`src/rtl/hbg_pkg.sv`:
```
package hbg_pkg;
  typedef enum logic [1:0] {
    ARB_IDLE = 2'd0,
    ARB_A    = 2'd1,
    ARB_B    = 2'd2,
    ARB_DEAD = 2'd3
  } arb_state_e;

  localparam int unsigned NUM_CH = 2;
  localparam int unsigned CH_A   = 0;
  localparam int unsigned CH_B   = 1;
endpackage

```
`src/rtl/hbg_glitch_filter.sv`:
```
module hbg_glitch_filter #(
  parameter int unsigned FILT_CYC = 20
) (
  input  logic clk,
  input  logic rst_n,
  input  logic raw_i,
  output logic lvl_o
);
  localparam int unsigned CW = $clog2(FILT_CYC + 1);
  localparam logic [CW-1:0] LAST = CW'(FILT_CYC - 1);

  logic [CW-1:0] cnt_q, cnt_d;
  logic          cnt_en;
  logic          lvl_q, lvl_d, lvl_en;
  logic          differ, hit;

  always_comb begin
    differ = raw_i ^ lvl_q;
    hit    = differ && (cnt_q == LAST);
    cnt_d  = (differ && !hit) ? cnt_q + 1'b1 : '0;
    cnt_en = differ || (cnt_q != '0);
    lvl_d  = raw_i;
    lvl_en = hit;
  end

  always_ff @(posedge clk or negedge rst_n) begin
    if (!rst_n) begin
      cnt_q <= '0;
      lvl_q <= 1'b0;
    end else begin
      if (cnt_en) cnt_q <= cnt_d;
      if (lvl_en) lvl_q <= lvl_d;
    end
  end

  assign lvl_o = lvl_q;


  lvl_follow_chk: assert property (@(posedge clk) disable iff (!rst_n)
    (lvl_q != $past(lvl_q)) |-> (lvl_q == $past(raw_i)));
endmodule

```
`src/rtl/hbg_arbiter.sv`:
```
module hbg_arbiter
  import hbg_pkg::*;
#(
  parameter int unsigned DEAD_CYC = 42
) (
  input  logic clk,
  input  logic rst_n,
  input  logic halt_i,
  input  logic req_a_i,
  input  logic req_b_i,
  output logic on_a_o,
  output logic on_b_o
);
  localparam int unsigned DW = $clog2(DEAD_CYC + 1);
  localparam logic [DW-1:0] DLAST = DW'(DEAD_CYC - 1);
  localparam logic [DW-1:0] DFULL = DW'(DEAD_CYC);

  arb_state_e    state_q, state_d;
  logic [DW-1:0] dcnt_q, dcnt_d;
  logic          dcnt_en, state_en, dead_done;

  always_comb begin
    state_d   = state_q;
    dcnt_d    = dcnt_q;
    dead_done = (dcnt_q == DLAST);
    if (halt_i) begin
      state_d = ARB_DEAD;
      dcnt_d  = '0;
    end else begin
      case (state_q)
        ARB_IDLE: begin
          if (req_a_i)      state_d = ARB_A;
          else if (req_b_i) state_d = ARB_B;
        end
        ARB_A: begin
          if (!req_a_i) begin
            state_d = ARB_DEAD;
            dcnt_d  = '0;
          end
        end
        ARB_B: begin
          if (req_a_i || !req_b_i) begin
            state_d = ARB_DEAD;
            dcnt_d  = '0;
          end
        end
        ARB_DEAD: begin
          if (dead_done) begin
            dcnt_d = '0;
            if (req_a_i)      state_d = ARB_A;
            else if (req_b_i) state_d = ARB_B;
            else              state_d = ARB_IDLE;
          end else begin
            dcnt_d = dcnt_q + 1'b1;
          end
        end
        default: state_d = ARB_IDLE;
      endcase
    end
    state_en = (state_d != state_q);
    dcnt_en  = (dcnt_d != dcnt_q);
  end

  always_ff @(posedge clk or negedge rst_n) begin
    if (!rst_n) begin
      state_q <= ARB_IDLE;
      dcnt_q  <= '0;
    end else begin
      if (state_en) state_q <= state_d;
      if (dcnt_en)  dcnt_q  <= dcnt_d;
    end
  end

  assign on_a_o = (state_q == ARB_A) && !halt_i;
  assign on_b_o = (state_q == ARB_B) && !halt_i;

  // Checker: cycles since either channel conducted, saturating.
  logic [DW-1:0] gap_q;
  always_ff @(posedge clk or negedge rst_n) begin
    if (!rst_n) gap_q <= DFULL;
    else if (halt_i || on_a_o || on_b_o) gap_q <= '0;
    else if (gap_q != DFULL) gap_q <= gap_q + 1'b1;
  end


  b_yield_chk: assert property (@(posedge clk) disable iff (!rst_n)
    (on_b_o && req_a_i) |=> !on_b_o);


  a_hold_chk: assert property (@(posedge clk) disable iff (!rst_n)
    (on_a_o && req_a_i) |=> !on_b_o);


  dead_gap_chk: assert property (@(posedge clk) disable iff (!rst_n)
    ($rose(on_a_o) || $rose(on_b_o)) |-> (gap_q == DFULL));


  halt_release_chk: assert property (@(posedge clk) disable iff (!rst_n)
    $fell(halt_i) |-> (!on_a_o && !on_b_o));
endmodule

```
`src/rtl/hb_gate_guard.sv`:
```
module hb_gate_guard
  import hbg_pkg::*;
#(
  parameter int unsigned FILT_CYC = 20,
  parameter int unsigned DEAD_CYC = 42
) (
  input  logic clk,
  input  logic rst_n,
  input  logic halt_i,
  input  logic cmd_a_i,
  input  logic cmd_b_i,
  output logic gate_a_o,
  output logic gate_b_o
);
  logic rs_meta_q, rs_sync_q;
  logic [NUM_CH-1:0] cmd_raw, cmd_flt;

  always_ff @(posedge clk or negedge rst_n) begin
    if (!rst_n) begin
      rs_meta_q <= 1'b0;
      rs_sync_q <= 1'b0;
    end else begin
      rs_meta_q <= 1'b1;
      rs_sync_q <= rs_meta_q;
    end
  end

  assign cmd_raw[CH_A] = cmd_a_i;
  assign cmd_raw[CH_B] = cmd_b_i;

  for (genvar ch = 0; ch < NUM_CH; ch++) begin : g_filt
    hbg_glitch_filter #(.FILT_CYC(FILT_CYC)) u_filt (
      .clk   (clk),
      .rst_n (rs_sync_q),
      .raw_i (cmd_raw[ch]),
      .lvl_o (cmd_flt[ch])
    );
  end

  hbg_arbiter #(.DEAD_CYC(DEAD_CYC)) u_arb (
    .clk     (clk),
    .rst_n   (rs_sync_q),
    .halt_i  (halt_i),
    .req_a_i (cmd_flt[CH_A]),
    .req_b_i (cmd_flt[CH_B]),
    .on_a_o  (gate_a_o),
    .on_b_o  (gate_b_o)
  );


  gate_excl_chk: assert property (@(posedge clk) disable iff (!rs_sync_q)
    !(gate_a_o && gate_b_o));


  reset_off_chk: assert property (@(posedge clk)
    !rs_sync_q |-> (!gate_a_o && !gate_b_o));
endmodule

```
`config.mk`:
```
export PLATFORM = sky130hd
export DESIGN_NAME = hb_gate_guard
export DESIGN_NICKNAME = d
export VERILOG_FILES = /design/src/rtl/hbg_pkg.sv /design/src/rtl/hbg_glitch_filter.sv /design/src/rtl/hbg_arbiter.sv /design/src/rtl/hb_gate_guard.sv
export SDC_FILE = /design/constraint.sdc
export NUM_CORES = 1
export LEC_CHECK = 0
export BUFFER_PORTS_ARGS = -buffer_cell sky130_fd_sc_hd__buf_4
export CAP_MARGIN = 15
export CELL_PAD_IN_SITES_DETAIL_PLACEMENT = 1
export CELL_PAD_IN_SITES_GLOBAL_PLACEMENT = 1
export CORE_MARGIN = 5
export CORE_UTILIZATION = 42
export DETAILED_ROUTE_END_ITERATION = 7
export PLACE_DENSITY_LB_ADDON = 0.12
export RECOVER_POWER = 25
export SETUP_SLACK_MARGIN = 0.4
export SYNTH_ARGS = -nofsm -noshare
export SYNTH_HDL_FRONTEND = slang
export SYNTH_HIERARCHICAL = 1
export SYNTH_SLANG_ARGS = --single-unit
export TNS_END_PERCENT = 1
```
`constraint.sdc`:
```
create_clock -name clk -period 0.8 [get_ports clk]
set_input_delay 0.08 -clock clk [delete_from_list [all_inputs] [get_ports clk]]
set_output_delay 0.08 -clock clk [all_outputs]
set_load 0.02 [all_outputs]
```
==> results of run 1 <==
==> area by class of cell <==
cell class,instances,area (um2),area share
inverters,10,41.3,0.0226
repair buffers,42,349,0.191
clock inverters,1,30.0,0.0164
clock buffers,3,22.5,0.0123
multi-input cells,84,795,0.434
well taps,31,38.8,0.0212
flip-flops and latches,22,553,0.302
==> state kept, by name (all words and copies together) (netlist names) <==
signal / count
u_arb/dcnt_q: 6
u_arb/state_q: 2
g_filt.u_filt/lvl_o: 2
g_filt.u_filt/cnt_q: 10
rs_meta_q: 1
rs_sync_q: 1
==> synthesized netlist by cell type, types with 2 or more instances <==
master / n
sky130_fd_sc_hd__nor4b_1: 2
sky130_fd_sc_hd__inv_1: 9
sky130_fd_sc_hd__o2bb2ai_1: 3
sky130_fd_sc_hd__o21a_1: 2
sky130_fd_sc_hd__ha_1: 6
sky130_fd_sc_hd__or2b_1: 3
sky130_fd_sc_hd__nand3_1: 8
sky130_fd_sc_hd__nand2_1: 2
sky130_fd_sc_hd__dfrtp_1: 22
sky130_fd_sc_hd__xor2_1: 4
sky130_fd_sc_hd__nor3_1: 3
sky130_fd_sc_hd__o211ai_1: 2
sky130_fd_sc_hd__xnor2_2: 2
sky130_fd_sc_hd__a211oi_1: 2
sky130_fd_sc_hd__nand3b_1: 4
sky130_fd_sc_hd__nor2_1: 5
sky130_fd_sc_hd__and4bb_4: 2
sky130_fd_sc_hd__a21o_1: 2
sky130_fd_sc_hd__nand2b_1: 5
sky130_fd_sc_hd__a21oi_1: 6
sky130_fd_sc_hd__o21ai_0: 3
sky130_fd_sc_hd__mux2_4: 2
sky130_fd_sc_hd__o31ai_1: 2
sky130_fd_sc_hd__o2111ai_1: 2
sky130_fd_sc_hd__a32o_1: 2
==> worst min path at each step <==
stage / startpoint / endpoint / slack, ns / cells after the start
after global routing: cmd_b_i / g_filt[1].u_filt/lvl_o / 0.0008 / 2
after CTS: cmd_b_i / g_filt[1].u_filt/lvl_o / 0.01 / 2
after global placement: rst_n / rs_meta_q / -0.14 / 1
final: cmd_b_i / g_filt[1].u_filt/lvl_o / 0.02 / 2
after floorplan: rst_n / rs_meta_q / -0.22 / 0
after detailed placement: rst_n / rs_meta_q / -0.14 / 1
==> routing by layer <==
metal	GRT usage	up-vias
met5	0	-
met4	0.0483	0
met3	0.0210	8
met2	0.312	18
met1	0.225	571
li1	-	520
==> metrics by stage <==
stage               cells  instance area (um2)
floorplan             116                 1240
global placement      183                 1550
detailed placement    183                 1550
CTS                   193                 1750
global route          193                 1830
finish                193                 1830
==> cell usage in the layout, fill, tap and decap left out, types with 3 or more instances in the layout <==
cell type and n:
sky130_fd_sc_hd__o2bb2ai_1 3, sky130_fd_sc_hd__clkbuf_4 3, sky130_fd_sc_hd__buf_4 29, sky130_fd_sc_hd__nand2b_1 4, sky130_fd_sc_hd__nand3_2 3, sky130_fd_sc_hd__ha_1 4, sky130_fd_sc_hd__inv_1 8, sky130_fd_sc_hd__nor2_1 5
sky130_fd_sc_hd__dfrtp_1 20, sky130_fd_sc_hd__xor2_1 4, sky130_fd_sc_hd__buf_6 10, sky130_fd_sc_hd__a21oi_1 4, sky130_fd_sc_hd__nand3_1 5, sky130_fd_sc_hd__nand3b_1 4
==> repair_timing <==
item / in CTS / in global routing
gates cloned: 0 / 0
pin swaps: 15 / 6
setup endpoints to repair: 37 / 37
endpoints found under the hold margin: 2 / 0
resized for setup: 22 / 21
hold buffers: 1 / 0
setup buffers: 5 / 0
==> worst max-delay path, stage by stage (launching register included) <==
cell	delay, ns
sky130_fd_sc_hd__dfrtp_1	0.46
sky130_fd_sc_hd__buf_6	0.15
sky130_fd_sc_hd__nor3_2	0.15
sky130_fd_sc_hd__buf_4	0.16
==> power breakdown <==
group	leakage, nW	internal, mW	switching, mW
Sequential	0.281	1.23	0.139
Clock	0.0279	0.507	0.367
Combinational	0.498	0.584	0.460
==> logic make-up after synthesis <==
kind of cell,after synthesis
AO/OA/AOI/OAI,31
XOR/XNOR,6
adder cells (fa/ha/maj),6
buffers and inverters,10
flip-flops,22
multiplexers,2
other,1
AND/OR/NAND/NOR,38
==> flow_results.org, run 1 <==
** Drt
- After detailed routing, the number of vias per cell comes to 5.79.
- Topmost layer with routed signal wires :: met4
- Number of remaining DRC errors :: 0
- After detailed routing, the average wire length per cell comes to 18.3 um.
- First drt pass iteration count :: 4
- Detailed router's first-iteration violation count :: 33
- After detailed routing, the wire length on met1 is 1.52 mm.
- For this block, the routed nets add up to 3.53 mm of wire.
- Once detail routing completed, the nets flagged for antenna violations numbered 0.
- Met3 routed WL :: 92 um
- Met2 wirelength from detailed routing :: ~1.9 mm
- Routed via count :: 1,117

** Worst setup path
- Terminus of the critical flop-to-flop path :: g_filt[1].u_filt/lvl_o
- Arrival time at the worst endpoint :: 1.23 ns
- In this run the worst setup path terminates at gate_a_o.
- Reg2reg setup slack :: -0.51 ns
- The critical path starts at u_arb/state_q[1].
- The number of cells on the worst reg-to-reg path is 3.
- Start of the worst register-to-register path :: g_filt[1].u_filt/cnt_q[1]
- Of all nets on the critical path, the largest fanout is 3.
- Critical path required time :: slightly above 0.7 ns
- The worst setup path is launched from a flip-flop.
- Crit Path Class :: flip-flop to primary output
- STA classifies the critical path endpoint as a primary output.

** Floorplanning
- Die span in x :: ~64 um
- Total I/O pin count :: 7
- The floorplan step defined a core boundary enclosing 2780 um2.
- From bottom edge to top edge, the die measures 64.3 um.
- The floorplan step defined a die boundary enclosing 4140 um2.
- Starting Density :: 0.445
- Number of placement rows :: 19

** Logic synthesis
- Syn_area_per_cell :: 10.7 um2
- Share of flip-flops with an asynchronous set or reset after synthesis :: 1.00
- Instance count of the mapped netlist :: 116
- Top post-synthesis cells by area :: sky130_fd_sc_hd__dfrtp_1 (44%), sky130_fd_sc_hd__ha_1 (6.1%), sky130_fd_sc_hd__nand3_1 (3.2%)
- Number of synthesized register bits :: 22
- Area leader, netlist :: sky130_fd_sc_hd__dfrtp_1
- In the synthesized netlist the dominant register cell turns out to be sky130_fd_sc_hd__dfrtp_1.
- For this run, the register share of the synthesized area comes to 0.444.
- The number of nets in the synthesized netlist is 127.
- The share of synthesized area in the top cell type comes to 0.444.
- Synthesized area :: 1240 um2
- Largest family of logic cells by synthesized area :: simple AND/OR/NAND/NOR gates
- Of the total synthesized cell area, the portion taken by XOR and XNOR cells is 0.0545.
- Of the total synthesized cell area, the portion taken by full adders, half adders and majority gates is 0.0606.
- Counting distinct cell types in the post-synthesis netlist gives 36.
- Synthesized-area fraction occupied by and/or/nand/nor cells :: 0.199
- Share of cell area taken by muxes after synthesis :: 0.0242
- Number of synthesized flops with an enable pin :: 0
- Synth Warn # :: 6
- The compound-gate portion of the synthesized area came to 0.184.

** Timing
- Final Cycle Share :: 1.64
- Maximum clock frequency :: 0.762 GHz
- The number of pins exceeding their max-slew limit in the final report is 0.
- Final-report hold violation count :: 0
- Number of setup violations in the final report :: 22
- Setup repair after global routing missed its margin :: true
- Hold timing on the final database bottoms out at a slack of 0.0185 ns.
- Subtracting the final worst setup slack from the clock period gives 1.31 ns.
- On the final layout, the worst clock skew is 0.00413 ns.
- Setup total negative slack on the finished layout was measured at -8.89 ns.
- In the post-route analysis, the smallest setup slack over all paths is -0.512 ns.

** Finish
- Share of final-layout standard cells stronger than drive strength 1 :: 0.481
- Total Nets Final :: 174
- Number of diodes :: 0
- Counting the fill cells in the layout gives 291.
- Layout area overhead :: 47.7%
- At the end of the flow the core is filled with cells to 0.658.

** Clock tree
- Clock insertion delay at the later pin of the skew report :: between 0.3 and 0.4 ns
- Buffer levels on the longest clock path :: 2
- Clock sink total :: 22
- Inserted Clock Buffers :: 3
- Clock tree from TritonCTS :: done
- Maximum level of the CTS H-tree :: 1
- Clock transition at the registers of the reported paths :: 0.13 ns
- The tree is rooted in a sky130_fd_sc_hd__clkbuf_4.

** Global routing
- The number of global-route vias before repair was approximately 1,200.
- First-pass GRT wire length :: 5.93 mm
- Entering global routing, the biggest net connects 15 pins.
- Global-route congestion overflow total :: 0
- For this run, the total global-route usage over all layers was measured as 0.177.
- Initial antenna violation count :: 0

** Placement
- Final GP Congestion :: 0.801
- The count of buffers added on input and output ports is 6.
- HPWL Detailed :: 2.29 mm
- Setup Slack @ Placement :: -0.550 ns

** Flow run
- Number of maximum-capacitance constraint violations :: 0

** Power and ir drop
- Static leakage power :: 0.807 nW
- Power density cells :: 1800 nW/um2
- Across the VDD grid, the largest voltage drop is 1.81 mV.
- Power comes to 3.29 mW.

** Outcome
- Run status :: complete, but fails checks
- The checks that failed: setup timing.

** Worst hold path
- Type of the tightest min-delay check :: primary input to flip-flop
Note: power is estimated with default switching activity, not from simulation.
==> run 2, diff against run 1 <==
--- a/config.mk
+++ b/config.mk
@@ -14,7 +14,7 @@
 export DETAILED_ROUTE_END_ITERATION = 7
 export PLACE_DENSITY_LB_ADDON = 0.12
 export RECOVER_POWER = 25
-export SETUP_SLACK_MARGIN = 0.4
+export SETUP_SLACK_MARGIN = 0.2
 export SYNTH_ARGS = -nofsm -noshare
 export SYNTH_HDL_FRONTEND = slang
 export SYNTH_HIERARCHICAL = 1
==> run 2 against run 1 <==
Effect of this change:
- the run still ends with setup timing left
- sequential share of layout area barely moved
- die area did not move
- combinational power barely moved
- critical path depth rose by 2
- maximum frequency fell by 1.5%
- count of clock-buffer cells in the layout did not move
- via count fell by 3.7%
- clock power barely moved
- highest routed layer unchanged
==> flow_results.org, run 2 (same netlist as run 1, synthesis figures left out) <==
** Finish
- Number of flip-flops under the largest register name :: 10
- After the last flow step, the layout net total stands at 174.
- Leading registers by flop count :: g_filt.u_filt/cnt_q (10), u_arb/dcnt_q (6)
- 0 antenna diodes ended up in the layout.
- From synthesis to final layout, the design area changed by 47.6%.
- For this run, the share of the core covered by cells in the final layout is 0.657.
- Fill cells :: between 200 and 300
- Leaving out fill and tap cells, the most frequent cell in the layout is sky130_fd_sc_hd__buf_4.
- In the layout the commonest cells are sky130_fd_sc_hd__buf_4 (29), sky130_fd_sc_hd__dfrtp_1 (20), sky130_fd_sc_hd__buf_6 (10).
- In the final layout, the share of cells above drive strength 1 is 0.475.
- Reg with most FFs :: g_filt.u_filt/cnt_q

** Worst setup path
- R2R depth :: 5
- Of all nets on the critical path, the largest fanout is 4.
- Critical path required time :: 1.03 ns
- STA classifies the critical path endpoint as a flip-flop.
- Crit Path Class :: flip-flop to flip-flop
- Data arrives at the worst endpoint at 1.56 ns.
- The worst setup path is launched from a flip-flop.

** Floorplanning
- The floorplan step defined a die boundary enclosing 4140 um2.
- Die span in x :: 64.3 um
- Total I/O pin count :: 7
- In this run the standard cell core region covers 2780 um2.
- Number of placement rows :: 19
- The floorplan step set the die height to 64.3 um.
- For this configuration, the core starts out at a cell density of 0.445.

** Timing
- The smallest clock period supported by the final layout is computed as 1.33 ns.
- Adding up every negative setup slack in the final design gives -9.14 ns.
- Static timing analysis puts the maximum clock frequency at 0.751 GHz.
- The hold violation total from the final report is 0.
- The number of pins exceeding their max-slew limit in the final report was 0.
- Post-route worst setup slack :: -0.532 ns
- Setup repair after global routing could not meet its margin everywhere.
- In the finished design, the share of the clock period the worst path needs comes to 1.66.
- Number of setup violations in the final report :: 22
- Worst clock skew on the final layout :: 0.00852 ns

** Drt
- First drt pass iteration count :: 5
- After detailed routing, the total wire length is 3.52 mm.
- Detailed router's first-iteration violation count :: 45
- The detail route stage leaves a number of antenna-violating nets equal to 0.
- Routed wirelength normalized by instance count :: approximately 18 um
- Using the TritonRoute via totals, the vias-per-cell ratio works out to 5.58.
- Summing over every cut layer, the via total after detailed routing is 1,076.
- In the routed design, unresolved DRC markers number 0.

** Placement
- Number of I/O port buffers :: 6
- Final GP Congestion :: 0.801
- The HPWL after detailed placement is ~2.3 mm.

** Power and ir drop
- Across the VDD grid, the largest voltage drop is 1.85 mV.
- Internal Pwr Total :: 2.33 mW
- The share of total power dissipated in the clock network is 0.266.
- Of the total power, combinational logic draws 0.317.
- The share of total power dissipated in sequential elements is 0.417.
- Dividing total power by cell area gives a power density of 1800 nW/um2.
- Static leakage power :: 0.804 nW
- Of the total power, the share spent switching nets is 0.293.
- The analysis attributes to net switching a power of slightly below 1 mW.

** Outcome
- Run status :: complete, but fails checks
- Failing checks :: setup timing

** Worst hold path
- The worst hold path passes through 2 cells.
- The path class of the tightest hold or removal check is primary input to flip-flop.

** Clock tree
- In this run the number of H-tree levels came out at 1.
- Clock transition at the registers of the reported paths :: 0.14 ns
- Clock tree from TritonCTS :: done
- The tree built by TritonCTS fans out to 22 sinks.
- Counting the buffers created by CTS gives 3.
- Buffer levels on the longest clock path :: 2
- In this run the clock root is driven by a sky130_fd_sc_hd__clkbuf_4.
- For the worst-skew pair, the clock arrives at the later sink with an insertion delay of 0.32 ns.

** Global routing
- The number of antenna violations at the first check in global routing is 0.
- Entering global routing, the biggest net connects 15 pins.
- Across every metal layer, demand over resource in global routing totals 0.177.
- For this run the aggregate overflow at the end of global routing stands at 0.
- The first global-routing pass estimated roughly 6 mm of wire.
- Vias in the first global route :: 1,223

** Flow run
- Across the run, the number of max-cap violations was 0.
==> run 2: cell types whose count changed in the layout (fill, tap and decap cells not counted) <==
cell                       previous run  this run
sky130_fd_sc_hd__clkbuf_1             1         2
sky130_fd_sc_hd__clkbuf_2             1         0
==> run 2: what timing repair did <==
item,CTS,global route
gates resized for setup,21,19
buffers inserted,5,0
setup endpoints to repair,22,22
hold endpoints to repair,2,0
hold buffers,1,0
pin swaps,15,6
gates cloned,0,0
==> run 2: cell type report <==
| class | instances | area [um2] | area share |
|---|---|---|---|
| inverters | 10 | 41.3 | 0.0226 |
| clock buffers | 3 | 22.5 | 0.0123 |
| well taps | 31 | 38.8 | 0.0212 |
| repair buffers | 42 | 348 | 0.190 |
| multi-input cells | 84 | 795 | 0.435 |
| clock inverters | 1 | 30.0 | 0.0164 |
| flip-flops and latches | 22 | 553 | 0.303 |
==> run 2: stage by stage <==
| stage | cell area [um2] | power, mW | setup slack (ns) | std cells | hold slack (ns) |
|---|---|---|---|---|---|
| after floorplan | 1240 | 1.78 | -0.446 | 116 | -0.216 |
| after global placement | 1550 | 2.12 | -0.447 | 183 | -0.138 |
| after detailed placement | 1550 | 2.21 | -0.550 | 183 | -0.137 |
| after CTS | 1750 | 3.22 | -0.534 | 193 | 0.00958 |
| after global routing | 1830 | 3.50 | -0.591 | 193 | -0.00354 |
| final | 1830 | 3.29 | -0.532 | 193 | 0.0172 |
==> run 2: final timing paths <==
check | to | start | slack (ns)
worst max-delay path | u_arb/dcnt_q[2] | u_arb/dcnt_q[0] | -0.53
worst min-delay path | g_filt[1].u_filt/lvl_o | cmd_b_i | 0.02
worst max register to register | u_arb/dcnt_q[2] | u_arb/dcnt_q[0] | -0.53
worst min register to register | g_filt[1].u_filt/cnt_q[4] | rs_sync_q | 0.22
max in group asynchronous | u_arb/dcnt_q[4] | rs_sync_q | 0.32
min in group asynchronous | rs_sync_q | rst_n | 0.06
==> run 2: power groups by stage <==
stage | clock, mW | sequential, mW | combinational (mW)
floorplan | 0 | 1.39 | 0.390
global placement | 0 | 1.36 | 0.763
detailed placement | 0 | 1.37 | 0.834
CTS | 0.883 | 1.37 | 0.964
global route | 0.958 | 1.39 | 1.15
finish | 0.875 | 1.37 | 1.04
==> run 2: critical path, stage by stage, from the launching register on <==
cell	delay, ns
sky130_fd_sc_hd__dfrtp_1	0.45
sky130_fd_sc_hd__ha_1	0.23
sky130_fd_sc_hd__nand3b_1	0.17
sky130_fd_sc_hd__buf_6	0.15
sky130_fd_sc_hd__o211ai_1	0.08
sky130_fd_sc_hd__a21oi_1	0.17
==> run 2: per-layer routing <==
layer / track usage / wire, um / vias to the layer above
li1: - / - / 519
met1: 0.225 / 1560 / 546
met2: 0.312 / 1900 / 9
met3: 0.0210 / 49 / 2
met4: 0.0483 / 14 / 0
met5: 0 / 0 / -
